## src/rtl/gpio_port_pkg.sv

```systemverilog
package gpio_port_pkg;

   typedef enum logic [1:0] {
      PM_INPUT     = 2'b00,
      PM_PUSHPULL  = 2'b01,
      PM_OPENDRAIN = 2'b10,
      PM_ALTFN     = 2'b11
   } pin_mode_e;

   typedef enum logic [1:0] {
      EDGE_OFF  = 2'b00,
      EDGE_FALL = 2'b01,
      EDGE_RISE = 2'b10,
      EDGE_BOTH = 2'b11
   } edge_sel_e;

endpackage

```

## src/rtl/gpio_sync.sv

```systemverilog
module gpio_sync #(
   parameter int W      = 8,
   parameter int STAGES = 2
) (
   input  logic         clk,
   input  logic         rst_n,
   input  logic [W-1:0] d,
   output logic [W-1:0] q
);
   logic [W-1:0] stage_q [STAGES];

   for (genvar s = 0; s < STAGES; s++) begin : g_stage
      if (s == 0) begin : g_first
         always_ff @(posedge clk or negedge rst_n) begin
            if (!rst_n) stage_q[s] <= '0;
            else        stage_q[s] <= d;
         end
      end else begin : g_next
         always_ff @(posedge clk or negedge rst_n) begin
            if (!rst_n) stage_q[s] <= '0;
            else        stage_q[s] <= stage_q[s-1];
         end
      end
   end

   assign q = stage_q[STAGES-1];
endmodule

```

## src/rtl/gpio_pin_ctrl.sv

```systemverilog
module gpio_pin_ctrl
   import gpio_port_pkg::*;
#(
   parameter bit ALT_CAPABLE = 1'b0
) (
   input  logic [1:0] mode,
   input  logic       latch,
   input  logic       alt,
   output logic       oe,
   output logic       out
);
   always_comb begin
      oe  = 1'b0;
      out = 1'b0;
      case (pin_mode_e'(mode))
         PM_INPUT: begin
            oe  = 1'b0;
            out = 1'b0;
         end
         PM_PUSHPULL: begin
            oe  = 1'b1;
            out = latch;
         end
         PM_OPENDRAIN: begin
            oe  = ~latch;
            out = 1'b0;
         end
         PM_ALTFN: begin
            oe  = ALT_CAPABLE;
            out = ALT_CAPABLE ? alt : 1'b0;
         end
         default: begin
            oe  = 1'b0;
            out = 1'b0;
         end
      endcase
   end
endmodule

```

## src/rtl/gpio_irq_channel.sv

```systemverilog
module gpio_irq_channel
   import gpio_port_pkg::*;
(
   input  logic       clk,
   input  logic       rst_n,
   input  logic       level,
   input  logic [1:0] sel,
   input  logic       clr,
   output logic       hit,
   output logic       pend
);
   logic prev_q;
   logic rise, fall;

   always_ff @(posedge clk or negedge rst_n) begin
      if (!rst_n) prev_q <= 1'b0;
      else        prev_q <= level;
   end

   assign rise = level & ~prev_q;
   assign fall = ~level & prev_q;

   always_comb begin
      case (edge_sel_e'(sel))
         EDGE_FALL: hit = fall;
         EDGE_RISE: hit = rise;
         EDGE_BOTH: hit = rise | fall;
         default:   hit = 1'b0;
      endcase
   end

   // a new edge overrides a same-cycle software clear
   always_ff @(posedge clk or negedge rst_n) begin
      if (!rst_n)   pend <= 1'b0;
      else if (hit) pend <= 1'b1;
      else if (clr) pend <= 1'b0;
   end
endmodule

```

## src/rtl/gpio_edge_port.sv

```systemverilog
module gpio_edge_port #(
   parameter int          PINS         = 8,
   parameter int          IRQ_PINS     = 3,
   parameter int          ALT_PINS     = 4,
   parameter int          ADDR_W       = 8,
   parameter int          DATA_W       = 8,
   parameter int          SYNC_STAGES  = 2,
   parameter logic [7:0]  ADDR_DATA    = 8'hF0,
   parameter logic [7:0]  ADDR_MODE_LO = 8'hE8,
   parameter logic [7:0]  ADDR_MODE_HI = 8'hE9,
   parameter logic [7:0]  ADDR_PULL    = 8'hE6,
   parameter logic [7:0]  ADDR_ICTL    = 8'hF9,
   parameter logic [7:0]  ADDR_PEND    = 8'hF7
) (
   input  logic                clk,
   input  logic                rst_n,
   input  logic [ADDR_W-1:0]   bus_addr,
   input  logic [DATA_W-1:0]   bus_wdata,
   input  logic                bus_wr,
   output logic [DATA_W-1:0]   bus_rdata,
   input  logic [PINS-1:0]     pin_in,
   output logic [PINS-1:0]     pin_oe,
   output logic [PINS-1:0]     pin_out,
   output logic [PINS-1:0]     pin_pu,
   input  logic [ALT_PINS-1:0] alt_src,
   output logic                irq_n
);
   localparam int ALT_BASE  = PINS - ALT_PINS;
   localparam int ICTL_W    = 2 * IRQ_PINS;
   localparam int HALF_PINS = PINS / 2;

   if (PINS != DATA_W) begin : g_bad_width
      $error("PINS must equal DATA_W");
   end
   if (PINS % 2 != 0) begin : g_bad_half
      $error("PINS must be even");
   end
   if (ICTL_W > DATA_W || IRQ_PINS < 1) begin : g_bad_irq
      $error("IRQ_PINS out of range");
   end
   if (ALT_PINS > PINS || ALT_PINS < 1) begin : g_bad_alt
      $error("ALT_PINS out of range");
   end
   if (SYNC_STAGES < 2) begin : g_bad_sync
      $error("SYNC_STAGES must be at least 2");
   end
   if (ADDR_W != 8) begin : g_bad_addr
      $error("ADDR_W must be 8 for the address map");
   end

   logic [DATA_W-1:0]   data_q, mode_lo_q, mode_hi_q, pull_q;
   logic [ICTL_W-1:0]   ictl_q;
   logic [2*PINS-1:0]   mode_vec;
   logic [PINS-1:0]     pin_sync;
   logic [IRQ_PINS-1:0] pend_q, edge_hit, pend_clr;
   logic                wr_data, wr_lo, wr_hi, wr_pull, wr_ictl, wr_pend;

   assign wr_data = bus_wr && (bus_addr == ADDR_DATA);
   assign wr_lo   = bus_wr && (bus_addr == ADDR_MODE_LO);
   assign wr_hi   = bus_wr && (bus_addr == ADDR_MODE_HI);
   assign wr_pull = bus_wr && (bus_addr == ADDR_PULL);
   assign wr_ictl = bus_wr && (bus_addr == ADDR_ICTL);
   assign wr_pend = bus_wr && (bus_addr == ADDR_PEND);

   always_ff @(posedge clk or negedge rst_n) begin
      if (!rst_n) begin
         data_q    <= '0;
         mode_lo_q <= '0;
         mode_hi_q <= '0;
         pull_q    <= '0;
         ictl_q    <= '0;
      end else begin
         if (wr_data) data_q    <= bus_wdata;
         if (wr_lo)   mode_lo_q <= bus_wdata;
         if (wr_hi)   mode_hi_q <= bus_wdata;
         if (wr_pull) pull_q    <= bus_wdata;
         if (wr_ictl) ictl_q    <= bus_wdata[ICTL_W-1:0];
      end
   end

   assign mode_vec = {mode_hi_q[2*HALF_PINS-1:0], mode_lo_q[2*HALF_PINS-1:0]};
   assign pin_pu   = pull_q;

   gpio_sync #(.W(PINS), .STAGES(SYNC_STAGES)) u_sync (
      .clk   (clk),
      .rst_n (rst_n),
      .d     (pin_in),
      .q     (pin_sync)
   );

   for (genvar i = 0; i < PINS; i++) begin : g_pin
      if (i >= ALT_BASE) begin : g_alt
         gpio_pin_ctrl #(.ALT_CAPABLE(1'b1)) u_pin (
            .mode  (mode_vec[2*i +: 2]),
            .latch (data_q[i]),
            .alt   (alt_src[i-ALT_BASE]),
            .oe    (pin_oe[i]),
            .out   (pin_out[i])
         );
      end else begin : g_plain
         gpio_pin_ctrl #(.ALT_CAPABLE(1'b0)) u_pin (
            .mode  (mode_vec[2*i +: 2]),
            .latch (data_q[i]),
            .alt   (1'b0),
            .oe    (pin_oe[i]),
            .out   (pin_out[i])
         );
      end
   end

   for (genvar k = 0; k < IRQ_PINS; k++) begin : g_irq
      assign pend_clr[k] = wr_pend && !bus_wdata[k];
      gpio_irq_channel u_chan (
         .clk   (clk),
         .rst_n (rst_n),
         .level (pin_sync[k]),
         .sel   (ictl_q[2*k +: 2]),
         .clr   (pend_clr[k]),
         .hit   (edge_hit[k]),
         .pend  (pend_q[k])
      );
   end

   assign irq_n = ~(|pend_q);

   always_comb begin
      bus_rdata = '0;
      if (bus_addr == ADDR_DATA)         bus_rdata = pin_sync;
      else if (bus_addr == ADDR_MODE_LO) bus_rdata = mode_lo_q;
      else if (bus_addr == ADDR_MODE_HI) bus_rdata = mode_hi_q;
      else if (bus_addr == ADDR_PULL)    bus_rdata = pull_q;
      else if (bus_addr == ADDR_ICTL)    bus_rdata[ICTL_W-1:0] = ictl_q;
      else if (bus_addr == ADDR_PEND)    bus_rdata[IRQ_PINS-1:0] = pend_q;
   end
endmodule

```

## config.mk

```make
export PLATFORM = sky130hd
export DESIGN_NAME = gpio_edge_port
export DESIGN_NICKNAME = d
export VERILOG_FILES = /design/src/rtl/gpio_port_pkg.sv /design/src/rtl/gpio_sync.sv /design/src/rtl/gpio_pin_ctrl.sv /design/src/rtl/gpio_irq_channel.sv /design/src/rtl/gpio_edge_port.sv
export SDC_FILE = /design/constraint.sdc
export NUM_CORES = 1
export LEC_CHECK = 0
export BUFFER_PORTS_ARGS = -buffer_cell sky130_fd_sc_hd__buf_2
export CAP_MARGIN = 40
export CORE_MARGIN = 3
export CORE_UTILIZATION = 50
export CTS_CLUSTER_SIZE = 8
export DETAILED_ROUTE_END_ITERATION = 10
export GPL_ROUTABILITY_DRIVEN = 0
export PLACE_DENSITY = 0.76
export SLEW_MARGIN = 20
export SYNTH_ARGS = -nofsm -noshare
export SYNTH_HDL_FRONTEND = slang
export SYNTH_SLANG_ARGS = --single-unit
```

## constraint.sdc

```tcl
create_clock -name clk -period 1.4 [get_ports clk]
set_clock_uncertainty 0.1 [all_clocks]
set_input_delay 0.14 -clock clk [delete_from_list [all_inputs] [get_ports clk]]
set_output_delay 0.14 -clock clk [all_outputs]
set_load 0.1 [all_outputs]
```

==> flow_summary_export.csv, run 1 <==
group,metric,value,unit
run_status,status,"finished, violations left",
run_status,violations,"negative setup slack",
synthesis,avgSynthCellArea,11.9,sq um
sta,grt_setup_unrepaired,"yes",
global_routing,grt_pass1_wl,16500,um
synthesis,ys_seq_elements,60,
synthesis,yosys.area_share.simple,12.1,%
setup_path,worstSetupEndpoint,"bus_rdata[2]",
synthesis,synth_top_area_share,46.7,%
setup_path,critical-path-slowest-cell,"dfrtp_1",
sta,max_freq,0.521,GHz
synthesis,synth_most_common_cell,"dfrtp_1",
setup_path,critical_path.cell_chain,"nor2b_1, o32a_1, nor3_2, o22ai_4, buf_12",
route,wire_per_inst,27.3,um
sta,hold_violations,0,
global_routing,overflow,0,
setup_path,startpoint_type,"flip-flop",
global_routing,grt_pass1_vias,3100,
setup_path,startpoint,"mode_lo_q[2]$_DFFE_PN0P_",
synthesis,yosysUniqueCellTypes,47,
pwr,p_per_area,911,nW/um^2
floorplan,die_y,86.2,um
synthesis,synth_ff_type,"dfrtp_1",
synthesis,syn-num-nets,316,
clocking,cts_buffers,9,
synthesis,synth-xor-area-share,0,%
setup_path,slowest_delay,0.38,ns
synthesis,synthAdderAreaFrac,5.45,%
route,drt-total-wl,13000,um
route,drtAntennaViolNets,0,
clocking,cts.sinks,60,
global_routing,antenna_found_initial,0,
synthesis,synth-compound-area-share,10.3,%
route,vias_per_cell,6.36,
clocking,cts_tree,"built",
route,drt-initial-drc-count,295,
sta,worst_slack,-0.519,ns
floorplan,rows,28,
synthesis,synth_cells,271,
floorplan,pin_count,64,
clocking,clockRootBuffer,"clkbuf_8",
placement,io_buffers,63,
synthesis,yosysTopAreaCell,"dfrtp_1",
pwr,peakVddDrop,872,uV
synthesis,synthArstFlopShare,100,%
synthesis,synth_common_cells,"60 x dfrtp_1, 31 x mux2_2, 22 x inv_1, 16 x buf_4, 14 x ha_1",
clocking,clock_latency,0.36,ns
cells_and_area,fin_nets,442,
sta,fin_hold_ws,0.0497,ns
sta,slew-limit-headroom,67.9,%
floorplan,coreArea,6060,sq um
synthesis,synth_top_family_by_area,"multiplexers",
floorplan,die_area,7420,sq um
synthesis,yosysWarnings,0,
sta,period_share,137,%
clocking,h-tree-depth,3,
min_path,holdCritPathClass,"input pin to flip-flop",
floorplan,initial_core_util,53.0,%
setup_path,r2r_slack,0.15,ns
setup_path,reg2reg_to,"g_irq[0].u_chan.pend$_DFFE_PN0P_",
cells_and_area,n_antenna_cell,0,
clocking,clockBufferDepth,2,
setup_path,reg2reg_from,"u_sync.q[0]$_DFF_PN0_",
clocking,cts.clk_slew.worst_paths,0.08,ns
sta,finalSetupViolations,44,
pwr,total_power,4.90,mW
setup_path,crit_fanout,2,
route,firstDrtPassIters,5,
pwr,p_leak,2.47,nW
route,drc,0,
synthesis,syn_area,3210,sq um
setup_path,path_class,"flip-flop to output pin",
setup_path,cp-end-kind,"output pin",
sta,tightest_slew,0.479,ns
placement,dp_hpwl,6100,um
job,maxCapViolCount,0,
setup_path,critical_path_required,1.16,ns
global_routing,track_usage,29.9,%
sta,final_max_slew_viol_count,0,
global_routing,grt_max_degree,61,
floorplan,fp.dieW,86.2,um
synthesis,synth.area.mux_share,17.4,%
setup_path,crit_arrival,1.68,ns
synthesis,ys_seq_area_share,46.7,%
cells_and_area,syn2layout_area_growth,67.4,%
route,via_count,3034,
cells_and_area,drive_above_1_share,65.9,%
sta,timing.final.crit_period,1.92,ns
synthesis,synthTopCellsByArea,"dfrtp_1 47%, mux2_2 11%, ha_1 5.5%",
synthesis,synth_edf_count,0,
setup_path,reg2regPathDepth,4,
[flip-flops by register name (all words and copies together), names as in the netlist]
signal               cells
pin_pu                   8
g_irq.u_chan.pend        3
u_sync.q                 8
ictl_q                   6
mode_hi_q                8
u_sync.stage_q           8
g_irq.u_chan.prev_q      3
mode_lo_q                8
data_q                   8
[what timing repair did]
item                                   CTS  global route
buffers inserted                         8             8
gates cloned                             0             0
setup endpoints to repair               26            47
gates resized for setup                 56            45
endpoints found under the hold margin   76             0
hold buffers                            11             0
pin swaps                               21             5
[metrics by stage]
step	cell area, sq um	util [%]	cells	setup WS [ns]	TNS [ns]
final	5380	88.7	477	-0.519	-10.41
after CTS	5160	85.2	473	-0.480	-6.57
after floorplan	3430	-	271	-0.304	-1.88
after global routing	5380	88.7	477	-0.596	-10.90
after global placement	4540	75.0	439	-0.352	-9.60
after detailed placement	4540	75.0	439	-0.412	-10.69
[logic make-up (layout without fill, tap and decap cells)]
kind of cell	count (synthesis)	after routing
flip-flops	60	60
AND/OR/NAND/NOR	55	55
multiplexers	49	49
AO/OA/AOI/OAI	47	47
buffers and inverters	46	177
adder cells (fa/ha/maj)	14	14
[power breakdown]
group          total (mW)  switching, mW  internal (mW)
registers            1.91         0.0859           1.82
clock network        1.83          0.781           1.05
logic                1.16          0.673          0.488
[layout make-up]
cell class / count / area [sq um]
multi-input cells: 165 / 1910
repair buffers: 139 / 1530
flip-flops and latches: 60 / 1530
fillers: 207 / 683
clock buffers: 10 / 138
well taps: 75 / 93.8
inverters: 22 / 90.1
clock inverters: 6 / 87.6
[critical path: cells and delay by family, from the launching register on]
kind	cells	cell delay (ns)
AOI/OAI and AO/OA	2	0.41
buffers and inverters	1	0.20
and+or+nand+nor	2	0.33
DFF	1	0.38
[cells in the final DEF, fill, tap and decap left out, drive strengths merged]
| cell | instances |
|---|---|
| clkbuf | 11 |
| a21o | 7 |
| mux2 | 38 |
| a32oi | 1 |
| o211ai | 3 |
| a31oi | 2 |
| nand4 | 2 |
| mux2i | 11 |
| clkinvlp | 3 |
| nor3 | 6 |
| o32a | 3 |
| nor3b | 1 |
| nor2b | 7 |
| a21oi | 4 |
| a22o | 2 |
| inv | 22 |
| nand2 | 11 |
| and3 | 7 |
| nand3 | 7 |
| and3b | 1 |
| buf | 127 |
| or3b | 1 |
| and4b | 1 |
| o32ai | 3 |
| o21ai | 10 |
| clkinv | 1 |
| dfrtp | 60 |
| and2 | 7 |
| nor4b | 1 |
| nor2 | 2 |
| a22oi | 5 |
| ha | 14 |
| nand3b | 1 |
| dlygate4sd3 | 11 |
| bufinv | 2 |
| o22ai | 3 |
| a2bb2oi | 4 |
[layer usage]
layer  share of wire, %  wire (um)  global-route usage [%]  vias up
li1                   -          -                       -     1200
met1                 36       4660                    36.3     1491
met2                 50       6460                    50.1      269
met3                8.8       1150                    7.11       74
met4                5.6        733                    14.0        0
met5                  0          0                       0        -
[worst min-delay path by stage]
stage | depth (start not counted) | slack [ns] | start | end
after floorplan | 0 | -0.26 | rst_n | data_q[0]$_DFFE_PN0P_
after global placement | 2 | 0.07 | rst_n | data_q[0]$_DFFE_PN0P_
after detailed placement | 2 | 0.07 | rst_n | mode_lo_q[0]$_DFFE_PN0P_
after CTS | 2 | 0.03 | bus_wdata[2] | ictl_q[2]$_DFFE_PN0P_
after global routing | 2 | 0.04 | bus_wdata[0] | ictl_q[0]$_DFFE_PN0P_
final | 2 | 0.05 | bus_wdata[0] | pin_pu[0]$_DFFE_PN0P_
(Power assumes the default switching activity.)
==> run 2, diff against run 1 <==
CELL_PAD_IN_SITES_DETAIL_PLACEMENT = 0   (was unset)
CELL_PAD_IN_SITES_GLOBAL_PLACEMENT = 2   (was unset)
CORE_UTILIZATION = 36   (was 50)
CTS_BUF_LIST = sky130_fd_sc_hd__clkbuf_16   (was unset)
PLACE_DENSITY = 0.81   (was 0.76)
==> flow_summary_export.csv, run 2 (same netlist as run 1, synthesis figures left out) <==
group,metric,value,unit
run_status,status,"finished, violations left",
run_status,violations,"negative setup slack",
setup_path,path_class,"flip-flop to output pin",
setup_path,reg2reg_from,"pin_pu[2]$_DFFE_PN0P_",
cells_and_area,n_antenna_cell,0,
sta,grt_setup_unrepaired,"yes",
global_routing,antenna_found_initial,0,
setup_path,cp-end-kind,"output pin",
setup_path,critical_path.cell_chain,"o32a_1, nor3_2, o22ai_4, buf_12",
global_routing,top_usage_layer,"met2",
cells_and_area,drive_above_1_share,62.8,%
sta,tightest_slew,0.486,ns
cells_and_area,syn2layout_area_growth,65.7,%
floorplan,die_area,10100,sq um
cells_and_area,utilization,63.2,%
clocking,clock_latency,0.32,ns
setup_path,crit_fanout,2,
global_routing,grt_pass1_wl,14000,um
placement,dp_hpwl,6170,um
floorplan,pin_count,64,
sta,worst_slack,-0.407,ns
clocking,clockRootBuffer,"clkbuf_16",
clocking,cts_buffers,9,
clocking,cts.clk_slew.worst_paths,0.05,ns
global_routing,overflow,0,
placement,dp.cells,467,
global_routing,grt_pass1_vias,2731,
setup_path,slowest_delay,0.47,ns
cells_and_area,layout_commonest_cell,"dfrtp_1",
setup_path,critical_path_required,1.16,ns
route,drt-initial-drc-count,58,
setup_path,critical_path.top_delay_family,"flip-flops",
setup_path,critical-path-slowest-cell,"dfrtp_4",
pwr,total_power,5.03,mW
route,drtAntennaViolNets,0,
setup_path,cp.buffers_inverters,1,
clocking,h-tree-depth,3,
route,firstDrtPassIters,4,
floorplan,fp.dieW,100,um
global_routing,grtUsageMet2,30.8,%
setup_path,startpoint_type,"flip-flop",
pwr,p_per_area,945,nW/um^2
global_routing,grt_max_degree,61,
cells_and_area,instances_no_fill,500,
cells_and_area,fin_nets,435,
cells_and_area,most-common-layout-cells,"52 x dfrtp_1, 41 x buf_4, 32 x buf_12, 31 x mux2_2, 28 x buf_2",
sta,max_freq,0.553,GHz
global_routing,use_met1,23.3,%
sta,period_share,129,%
route,via_count,2481,
route,drc,0,
min_path,holdCritStartpoint,"bus_wdata[7]",
pwr,peakVddDrop,606,uV
clocking,cts.sinks,60,
clocking,cts_tree,"built",
sta,final_max_slew_viol_count,0,
clocking,clockBufferDepth,2,
route,vias_per_cell,4.96,
route,wire_per_inst,17.3,um
pwr,p_leak,2.46,nW
setup_path,crit_arrival,1.57,ns
min_path,holdCritPathClass,"input pin to flip-flop",
sta,timing.final.crit_period,1.81,ns
global_routing,track_usage,18.3,%
route,drt-total-wl,8670,um
placement,place_area,4540,sq um
placement,io_buffers,63,
floorplan,die_y,100,um
sta,slew-limit-headroom,67.8,%
floorplan,rows,33,
floorplan,coreArea,8420,sq um
setup_path,startpoint,"pin_pu[1]$_DFFE_PN0P_",
sta,finalSetupViolations,33,
floorplan,initial_core_util,38.1,%
global_routing,use_met3,3.60,%
job,maxCapViolCount,0,
sta,hold_violations,0,
cells_and_area,stdcell_area,5330,sq um
run 2: what timing repair did:
item                                    CTS  global route
buffers inserted                          7             4
hold buffers                             10             0
endpoints found under the setup margin   23            49
resized for setup                        66            18
hold endpoints to repair                 71             0
pin swaps                                21            10
run 2: path summary, 6_finish.rpt:
kind / endpoint / slack [ns] / cells after the start
min in group asynchronous: mode_lo_q[1]$_DFFE_PN0P_ / 0.26 / 3
worst min-delay path: mode_lo_q[7]$_DFFE_PN0P_ / 0.008 / 2
worst max-delay path: bus_rdata[1] / -0.41 / 4
worst min register to register: u_sync.q[0]$_DFF_PN0_ / 0.25 / 0
worst max register to register: pin_pu[2]$_DFFE_PN0P_ / 0.21 / 3
max in group asynchronous: pin_pu[7]$_DFFE_PN0P_ / 0.64 / 3
run 2: report_power, final:
| group | switching, mW | internal (mW) |
|---|---|---|
| sequential | 0.0660 | 1.83 |
| clock | 0.740 | 1.35 |
| combinational | 0.604 | 0.449 |
| total | 1.41 | 3.62 |
run 2: per-stage QoR:
step	setup WS (ns)	hold slack (ns)	TNS, ns
2_1_floorplan	-0.304	-0.256	-1.88
6_report	-0.407	0.00811	-5.88
4_1_cts	-0.425	0.00233	-5.78
5_1_grt	-0.460	0.0153	-7.59
3_3_place_gp	-0.395	0.0672	-10.05
3_5_place_dp	-0.396	0.0744	-10.56
run 2: routing by layer:
| layer | wire (um) | vias to the layer above |
|---|---|---|
| met1 | 3790 | 1226 |
| li1 | - | 1194 |
| met4 | 97 | 0 |
| met5 | 0 | - |
| met3 | 363 | 7 |
| met2 | 4420 | 54 |
run 2: area by class of cell:
type | instances | area, sq um
Timing Repair Buffer | 132 | 1430
Clock buffer | 9 | 225
Clock inverter | 7 | 58.8
Sequential cell | 60 | 1520
Inverter | 22 | 92.6
Tap cell | 105 | 131
Multi-Input combinational cell | 165 | 1860
Fill cell | 676 | 3100
